## src/rtl/sleep_pkg.sv

```systemverilog
package sleep_pkg;

  typedef enum logic [1:0] {
    ST_ON   = 2'd0,
    ST_SHUT = 2'd1,
    ST_OFF  = 2'd2,
    ST_WAKE = 2'd3
  } pwr_state_e;

  typedef enum logic [1:0] {
    POL_ALWAYS  = 2'd0,
    POL_GREEDY  = 2'd1,
    POL_PREDICT = 2'd2,
    POL_TIMEOUT = 2'd3
  } policy_e;

  // Strobes from control to datapath
  typedef struct packed {
    logic       seqClr;
    logic       seqInc;
    logic       idleClr;
    logic       idleInc;
    pwr_state_e curState;
  } dp_strobe_t;

endpackage

```

## src/rtl/sleep_datapath.sv

```systemverilog
module sleep_datapath
  import sleep_pkg::*;
#(
  parameter int SEQ_W    = 2,
  parameter int IDLE_W   = 3,
  parameter int IDLE_MAX = 6,
  parameter int ENERGY_W = 32,
  parameter int ON_PWR   = 10,
  parameter int OFF_PWR  = 0,
  parameter int SHUT_PWR = 10,
  parameter int WAKE_PWR = 40
) (
  input  logic                clk,
  input  logic                rstN,
  input  dp_strobe_t          strobe,
  output logic [SEQ_W-1:0]    seqCnt,
  output logic [IDLE_W-1:0]   idleCnt,
  output logic [ENERGY_W-1:0] energyAcc
);

  localparam logic [ENERGY_W-1:0] E_ON   = ENERGY_W'(ON_PWR);
  localparam logic [ENERGY_W-1:0] E_OFF  = ENERGY_W'(OFF_PWR);
  localparam logic [ENERGY_W-1:0] E_SHUT = ENERGY_W'(SHUT_PWR);
  localparam logic [ENERGY_W-1:0] E_WAKE = ENERGY_W'(WAKE_PWR);
  localparam logic [IDLE_W-1:0]   I_MAX  = IDLE_W'(IDLE_MAX);

  logic [ENERGY_W-1:0] stepPwr;

  always_comb begin
    unique case (strobe.curState)
      ST_ON:   stepPwr = E_ON;
      ST_SHUT: stepPwr = E_SHUT;
      ST_OFF:  stepPwr = E_OFF;
      default: stepPwr = E_WAKE;
    endcase
  end

  always_ff @(posedge clk) begin
    if (!rstN) begin
      seqCnt    <= '0;
      idleCnt   <= '0;
      energyAcc <= '0;
    end else begin
      energyAcc <= energyAcc + stepPwr;
      if (strobe.seqClr)      seqCnt <= '0;
      else if (strobe.seqInc) seqCnt <= seqCnt + 1'b1;
      if (strobe.idleClr)     idleCnt <= '0;
      else if (strobe.idleInc && idleCnt < I_MAX) idleCnt <= idleCnt + 1'b1;
    end
  end

endmodule

```

## src/rtl/sleep_ctrl.sv

```systemverilog
module sleep_ctrl
  import sleep_pkg::*;
#(
  parameter int SEQ_W      = 2,
  parameter int IDLE_W     = 3,
  parameter int GAP_W      = 16,
  parameter int SHUT_CYC   = 1,
  parameter int WAKE_CYC   = 2,
  parameter int BREAK_EVEN = 6
) (
  input  logic              clk,
  input  logic              rstN,
  input  logic [1:0]        policyMode,
  input  logic              taskReq,
  input  logic              predValid,
  input  logic [GAP_W-1:0]  predGap,
  input  logic [SEQ_W-1:0]  seqCnt,
  input  logic [IDLE_W-1:0] idleCnt,
  output dp_strobe_t        strobe,
  output pwr_state_e        state
);

  pwr_state_e nextState;
  logic       shutGo;
  logic       shutDone;
  logic       wakeDone;

  assign shutDone = (int'(seqCnt) >= SHUT_CYC - 1);
  assign wakeDone = (int'(seqCnt) >= WAKE_CYC - 1);

  always_comb begin
    unique case (policy_e'(policyMode))
      POL_ALWAYS:  shutGo = 1'b0;
      POL_GREEDY:  shutGo = !taskReq;
      POL_PREDICT: shutGo = !taskReq && predValid && (int'(predGap) >= BREAK_EVEN);
      default:     shutGo = !taskReq && (int'(idleCnt) >= BREAK_EVEN);
    endcase
  end

  always_comb begin
    nextState       = state;
    strobe.seqClr   = 1'b0;
    strobe.seqInc   = 1'b0;
    strobe.idleClr  = 1'b1;
    strobe.idleInc  = 1'b0;
    strobe.curState = state;
    unique case (state)
      ST_ON: begin
        if (!taskReq) begin
          strobe.idleClr = 1'b0;
          strobe.idleInc = 1'b1;
        end
        if (shutGo) begin
          nextState     = ST_SHUT;
          strobe.seqClr = 1'b1;
        end
      end
      ST_SHUT: begin
        if (taskReq) begin
          nextState     = ST_WAKE;
          strobe.seqClr = 1'b1;
        end else if (shutDone) begin
          nextState = ST_OFF;
        end else begin
          strobe.seqInc = 1'b1;
        end
      end
      ST_OFF: begin
        if (taskReq) begin
          nextState     = ST_WAKE;
          strobe.seqClr = 1'b1;
        end
      end
      default: begin
        if (wakeDone) nextState = ST_ON;
        else          strobe.seqInc = 1'b1;
      end
    endcase
  end

  always_ff @(posedge clk) begin
    if (!rstN) state <= ST_ON;
    else       state <= nextState;
  end

endmodule

```

## src/rtl/breakeven_sleep_ctrl.sv

```systemverilog
module breakeven_sleep_ctrl
  import sleep_pkg::*;
#(
  parameter int GAP_W    = 16,
  parameter int ENERGY_W = 32,
  parameter int ON_PWR   = 10,
  parameter int OFF_PWR  = 0,
  parameter int SHUT_PWR = 10,
  parameter int WAKE_PWR = 40,
  parameter int SHUT_CYC = 1,
  parameter int WAKE_CYC = 2
) (
  input  logic                clk,
  input  logic                rstN,
  input  logic [1:0]          policyMode,
  input  logic                taskReq,
  input  logic                predValid,
  input  logic [GAP_W-1:0]    predGap,
  output logic                pwrEn,
  output logic                ready,
  output logic [1:0]          pwrState,
  output logic [ENERGY_W-1:0] energyAcc
);

  localparam int NUM        = (WAKE_PWR - ON_PWR) * WAKE_CYC;
  localparam int DEN        = ON_PWR - OFF_PWR;
  localparam int BREAK_EVEN = (NUM <= 0) ? 0 : (NUM + DEN - 1) / DEN;
  localparam int MAX_SEQ    = (SHUT_CYC > WAKE_CYC) ? SHUT_CYC : WAKE_CYC;
  localparam int SEQ_W      = $clog2(MAX_SEQ + 1);
  localparam int IDLE_W     = $clog2(BREAK_EVEN + 2);

  dp_strobe_t        strobe;
  pwr_state_e        state;
  logic [SEQ_W-1:0]  seqCnt;
  logic [IDLE_W-1:0] idleCnt;

  sleep_ctrl #(
    .SEQ_W(SEQ_W), .IDLE_W(IDLE_W), .GAP_W(GAP_W),
    .SHUT_CYC(SHUT_CYC), .WAKE_CYC(WAKE_CYC), .BREAK_EVEN(BREAK_EVEN)
  ) ctrlInst (
    .clk(clk), .rstN(rstN), .policyMode(policyMode), .taskReq(taskReq),
    .predValid(predValid), .predGap(predGap), .seqCnt(seqCnt),
    .idleCnt(idleCnt), .strobe(strobe), .state(state)
  );

  sleep_datapath #(
    .SEQ_W(SEQ_W), .IDLE_W(IDLE_W), .IDLE_MAX(BREAK_EVEN), .ENERGY_W(ENERGY_W),
    .ON_PWR(ON_PWR), .OFF_PWR(OFF_PWR), .SHUT_PWR(SHUT_PWR), .WAKE_PWR(WAKE_PWR)
  ) dpInst (
    .clk(clk), .rstN(rstN), .strobe(strobe), .seqCnt(seqCnt),
    .idleCnt(idleCnt), .energyAcc(energyAcc)
  );

  assign pwrEn    = (state != ST_OFF);
  assign ready    = (state == ST_ON);
  assign pwrState = state;

endmodule

```

## config.mk

```make
export PLATFORM = sky130hd
export DESIGN_NAME = breakeven_sleep_ctrl
export DESIGN_NICKNAME = d
export VERILOG_FILES = /design/src/rtl/sleep_pkg.sv /design/src/rtl/sleep_datapath.sv /design/src/rtl/sleep_ctrl.sv /design/src/rtl/breakeven_sleep_ctrl.sv
export SDC_FILE = /design/constraint.sdc
export NUM_CORES = 1
export LEC_CHECK = 0
export ABC_AREA = 0
export BUFFER_PORTS_ARGS = -buffer_cell sky130_fd_sc_hd__buf_2
export CAP_MARGIN = 20
export CORE_UTILIZATION = 52
export CTS_BUF_LIST = sky130_fd_sc_hd__clkbuf_8
export CTS_CLUSTER_SIZE = 30
export DETAILED_ROUTE_END_ITERATION = 16
export HOLD_SLACK_MARGIN = 0.1
export PLACE_DENSITY = 0.79
export RECOVER_POWER = 50
export SLEW_MARGIN = 0
export SYNTH_ARGS = -nofsm -noshare
export SYNTH_HDL_FRONTEND = slang
export SYNTH_SLANG_ARGS = --single-unit
```

## constraint.sdc

```tcl
create_clock -name clk -period 2.9 [get_ports clk]
set_clock_uncertainty 0.1 [all_clocks]
set_input_delay 0.29 -clock clk [delete_from_list [all_inputs] [get_ports clk]]
set_output_delay 0.29 -clock clk [all_outputs]
set_load 0.01 [all_outputs]
```

==> Word-level counts from Yosys, hierarchy flattened <==
Cells that the tools add are included.
{ "op_classes": {"add_sub_neg": 3, "div": 0, "eq_ne": 7, "shift": 0, "bitwise_logic": 1, "mul": 0, "mux": 14, "reduce_logical": 14, "magnitude_cmp": 4} }
{ "ops": {"columns": ["operator", "count"], "rows": [
  ["adder 32 x 6 -> 32 bit", 1],
  ["greater-or-equal comparator 16 x 3 -> 1 bit (second input constant)", 1],
  ["one-hot mux 6 bit (2 select lines)", 1],
  ["2-to-1 mux 2 bit", 5],
  ["OR reduction 2 bit", 4],
  ["one-hot mux 2 bit (3 select lines)", 1],
  ["2-to-1 mux 1 bit", 5],
  ["equality test 2 x 1 -> 1 bit (second input constant)", 2],
  ["equality test 2 bit (second input constant)", 2],
  ["logical AND 1 bit", 4],
  ["logical NOT 2 bit", 2],
  ["!= test 2 bit (second input constant)", 2],
  ["nonzero test 4 bit", 1],
  ["adder 3 x 1 -> 3 bit (second input constant)", 1],
  ["greater-or-equal comparator 3 bit (second input constant)", 1],
  ["less-than comparator 3 bit (second input constant)", 1],
  ["one-hot mux 1 bit (3 select lines)", 1],
  ["AND reduction 3 bit", 1],
  ["OR reduction 3 bit", 1],
  ["adder 2 x 1 -> 2 bit (second input constant)", 1],
  ["greater-or-equal comparator 2 x 1 -> 1 bit (second input constant)", 1],
  ["!= test 2 x 1 -> 1 bit (second input constant)", 1],
  ["one-hot mux 1 bit (2 select lines)", 1],
  ["logical NOT 1 bit", 1],
  ["inverter 1 bit", 1]
]} }
{ "word_totals": {"output_inout_bits": 36, "ff_bits": 39, "memories": 0, "ram_bits": 0, "inputBits": 22, "mem_bits_ro": 0, "latch_bits": 0} }

==> Depth between registers and ports, before layout <==
{ "depth": {"depth_word": 7, "mapped_depth": 10, "ltp_nobuf": 10} }

==> Modules after synthesis <==
A second synthesis with hierarchy kept.
{ "unflattened": {"hier_cells": 250, "area_unflattened_um2": 2124.5} }
{ "by_module_without_submodules": {"columns": ["module", "area_per_inst_um2", "cells_per_inst", "n_inst", "seq_area_each_um2"], "rows": [
  ["sleep_datapath", 1790.5, 208, 1, 720.7],
  ["sleep_ctrl", 324.1, 40, 1, 40.0],
  ["breakeven_sleep_ctrl", 10.0, 2, 1, 0.0]
]} }

==> Least setup slack after synthesis <==
OpenSTA, ideal clock, no wires.
{ "synth_path": {"path_kind": "register to register", "startpoint": "register ctrlInst.state[0]", "endpoint": "register dpInst.energyAcc[31]", "setup_time_ns": 0.071, "t_arrival_ns": 2.552, "t_required_ns": 2.729, "path_buffers": 0, "stages_incl_launch_ff": 11, "path_slack_ns": 0.178, "path_cell_list": "dfxtp_1 inv_1 ha_1 or2_2 ha_1 ha_1 a21o_1 a31oi_1 nor3_1 a31o_2 a21oi_1"} }
{ "synth_via": {"elab_chain_len": 4, "word_cells_on_any_way": 6, "classes_between": "1 x add/sub; 2 x eq/ne; 1 x mux; 2 x reduce/logical"} }
{ "synth_rtl": {"columns": ["item", "line", "text"], "rows": [
  ["start, declared", "sleep_ctrl.sv:20", "output pwr_state_e state"],
  ["start signal, assigned", "sleep_ctrl.sv:83", "else state <= nextState;"],
  ["logical NOT 2 bit", null, null],
  ["net ready", "breakeven_sleep_ctrl.sv:20", "output logic ready,"],
  ["OR reduction 2 bit (no line)", null, null],
  ["one-hot mux 6 bit (2 select lines)", "sleep_datapath.sv:30", "unique case (strobe.curState)"],
  ["adder 32 x 6 -> 32 bit", "sleep_datapath.sv:44", "energyAcc <= energyAcc + stepPwr;"],
  ["end signal, assigned", "sleep_datapath.sv:44", null],
  ["end, declared", "sleep_datapath.sv:18", "output logic [ENERGY_W-1:0] energyAcc"]
]} }
The timed path passes the listed nets, and every way through them passes these cells.
A chain may end at the register's enable or synchronous reset.

==> Worst setup path after layout <==
{ "layout_path": {"startpoint": "register ctrlInst.state[1]", "endpoint": "register dpInst.energyAcc[30]"} }
{ "layout_via": {"elab_chain_len": 4, "word_cells_on_any_way": 6, "classes_between": "1 x add/sub; 2 x eq/ne; 1 x mux; 2 x reduce/logical"} }
{ "layout_rtl": {"columns": ["item", "line"], "rows": [
  ["equality test 2 x 1 -> 1 bit or logical NOT 2 bit (tied branches)", "sleep_datapath.sv:30"],
  ["OR reduction 2 bit (no line)", null],
  ["one-hot mux 6 bit (2 select lines) (*)", "sleep_datapath.sv:30"],
  ["adder 32 x 6 -> 32 bit (*)", "sleep_datapath.sv:44"]
]} }
Mark *: on every way between the ends. The rest lies on a longest branch, timed or not.

==> results.cfg <==
[setup_path]
critPathArrivalTime_ns = 2.74
start_kind = register
critical-path-top-delay-family = simple AND/OR/NAND/NOR gates
crit_chain = clkbuf_1, ha_1, inv_1, ha_1, a31o_2, a31oi_1, buf_4, or3_1, or3_1, a21oi_1
slowest_delay_ns = 0.34
slowest_stage = ha_1
crit_type = reg -> reg
critPathMaxFanout = 14
setup.worst_path.end_class = register
cp.required_ns = 3.03
path_buf_inv = 3
rr_startpoint = ctrlInst.state[1]
startpoint = ctrlInst.state[1]

[synth]
avgSynthCellArea_sq_um = 8.77
synthFlopType = dfxtp_1
ys_seq_area_frac = 0.393
synthCells = 221
synth_area_leaders = dfxtp_1 39%, xnor2_1 8.1%, ha_1 7.1%
syn-cell-area_sq_um = 1940
synth.top_cell.area_share = 0.393
yosys_warnings = 0
ys_async_sr_fraction = 0
synth_nets = 254
synth_top_cell_by_area = dfxtp_1
synth-edff-count = 0
yosysUniqueCellTypes = 39
synth-seq-cells = 38

[placed_design]
routabilityCongestion = 0.821
port_buffers = 55
place_inst = 320
dp_hpwl_um = 2900

[timing]
setup_violations = 0
fin_setup_tns_ns = 0
post-route-min-period_ns = 2.61
fmax_mhz = 384
relSlewSlack = 0.622
hold_viol_final = 0
worst_pin_slew_ns = 0.563
timing.hold.ws_ns = 0.279
rsz0062_at_grt = false
period_share = 0.899
slew_viol_final = 0

[worst_hold_path]
hp-start = taskReq
min_path_type = in -> reg

[route]
via_count = 1711
drt-vias-per-instance = 5.22
wl_per_cell_um = 12.0
drt_iter0_markers = 110
drtAntennaViolNets = 0
first_pass_iters = 4
drc_errors = 0
routed_wirelength_um = 3920

[floorplan]
rows = 21
die_w_um = 63.1
dieArea_sq_um = 3980
boundaryPins = 58
start_util = 0.563
core_sq_um = 3440
fp.dieH_um = 63.1

[layout]
syn2layout_area_growth_pct = 20.7
final_cell_mix = 38 x dfxtp_1, 33 x clkbuf_1, 26 x nor2_1
final_common_cell = dfxtp_1
finalNetCount = 314
finalNonFillerCells = 328
antenna_cells = 0
fillers = 317
drive_above_1_share = 0.160

[power_and_ir_drop]
power.density_nw_per_um2 = 627
peakVddDrop_mv = 0.495
power_mw = 1.47
leakage_nw = 0.909

[global_routing]
grt_max_degree = 26
antenna_found_initial = 0
grt.overflow.total = 0
grt_pass1_vias = 1506
grt_usage = 0.216
grt_pass1_wl_um = 6700

[clock_network]
clock_latency_ns = 0.29
numCtsBuffers = 5
post_cts_buffers = 0
cts_resized = 0
clockBufferDepth = 2
cts_sinks = 38
hold_buffers = 0
cts-root-buf = clkbuf_8
clk_pin_slew_ns = 0.08
cts_tree = done
cts-htree-levels = 2

[run_status]
status = completed

[flow_run]
cap_violations = 0
-- layer usage --
layer | up-vias | part of all wire | routed length, um | global-route usage
li1 | 887 | - | - | -
met4 | 0 | 0.0056 | 22 | 0.0785
met5 | - | 0 | 0 | 0
met3 | 2 | 0.047 | 185 | 0.0761
met2 | 39 | 0.47 | 1830 | 0.345
met1 | 783 | 0.48 | 1880 | 0.266
-- report_power, final --
| group | total, mW | switching [mW] | internal (mW) |
|---|---|---|---|
| clock network | 0.451 | 0.195 | 0.256 |
| registers | 0.605 | 0.0364 | 0.568 |
| logic | 0.410 | 0.224 | 0.186 |
| total | 1.47 | 0.456 | 1.01 |
-- worst register-to-register path, cell delays in order (launching register included) --
cell	delay (ns)
dfxtp_1	0.33
clkbuf_1	0.20
ha_1	0.22
inv_1	0.09
ha_1	0.34
a31o_2	0.19
a31oi_1	0.08
buf_4	0.19
or3_1	0.34
or3_1	0.32
a21oi_1	0.13
-- area by class of cell --
| class | instances | area (sq um) | area share |
|---|---|---|---|
| clock buffer | 5 | 68.8 | 0.0294 |
| clock inverter | 3 | 45.0 | 0.0193 |
| inverter | 7 | 26.3 | 0.0112 |
| multi-input combinational | 169 | 1110 | 0.476 |
| sequential | 38 | 761 | 0.325 |
| tap | 46 | 57.6 | 0.0246 |
| timing repair buffer | 60 | 267 | 0.114 |
-- cells in the mapped netlist (5+ instances only) --
library cell  instances
ha_1                 11
xnor2_1              18
nand3_1               6
a21oi_1               8
mux2i_1               5
nor3_1                9
nor2_1               26
dfxtp_1              38
or3_1                 5
nor4_1                6
xor2_1                5
inv_1                 6
nand2_1              23
-- state kept, by name, indices dropped and copies added, names as in the netlist --
register          count
dpInst.seqCnt         2
dpInst.energyAcc     31
dpInst.idleCnt        3
ctrlInst.state        2
-- path summary, 6_finish.rpt --
check | to | slack, ns | cells past startpoint
hold reg to reg | dpInst.seqCnt[1] | 0.36 | 2
setup reg to reg | dpInst.energyAcc[30] | 0.29 | 10
setup / recovery | dpInst.energyAcc[30] | 0.29 | 10
hold / removal | dpInst.idleCnt[0] | 0.28 | 3
-- through the flow --
step                      worst slack [ns]  instance area, sq um   util
final                                0.293                  2340  0.679
after global routing                 0.126                  2340  0.679
after CTS                            0.336                  2380  0.693
after detailed placement             0.370                  2270  0.660
after global placement               0.409                  2270  0.660
after floorplan                      0.178                  1940      -
-- logic make-up (layout without fill, tap and decap cells) --
kind of cell / count (synthesis) / after routing / synth area share
compound gates: 24 / 24 / 0.0813
buf+inv: 14 / 75 / 0.0329
other cells: 1 / 1 / 0.00193
simple gates: 105 / 105 / 0.291
fa+ha+maj: 11 / 11 / 0.0710
flops: 38 / 38 / 0.393
mux: 5 / 5 / 0.0258
xor+xnor: 23 / 23 / 0.104
Power figures use the tool's default switching activity.
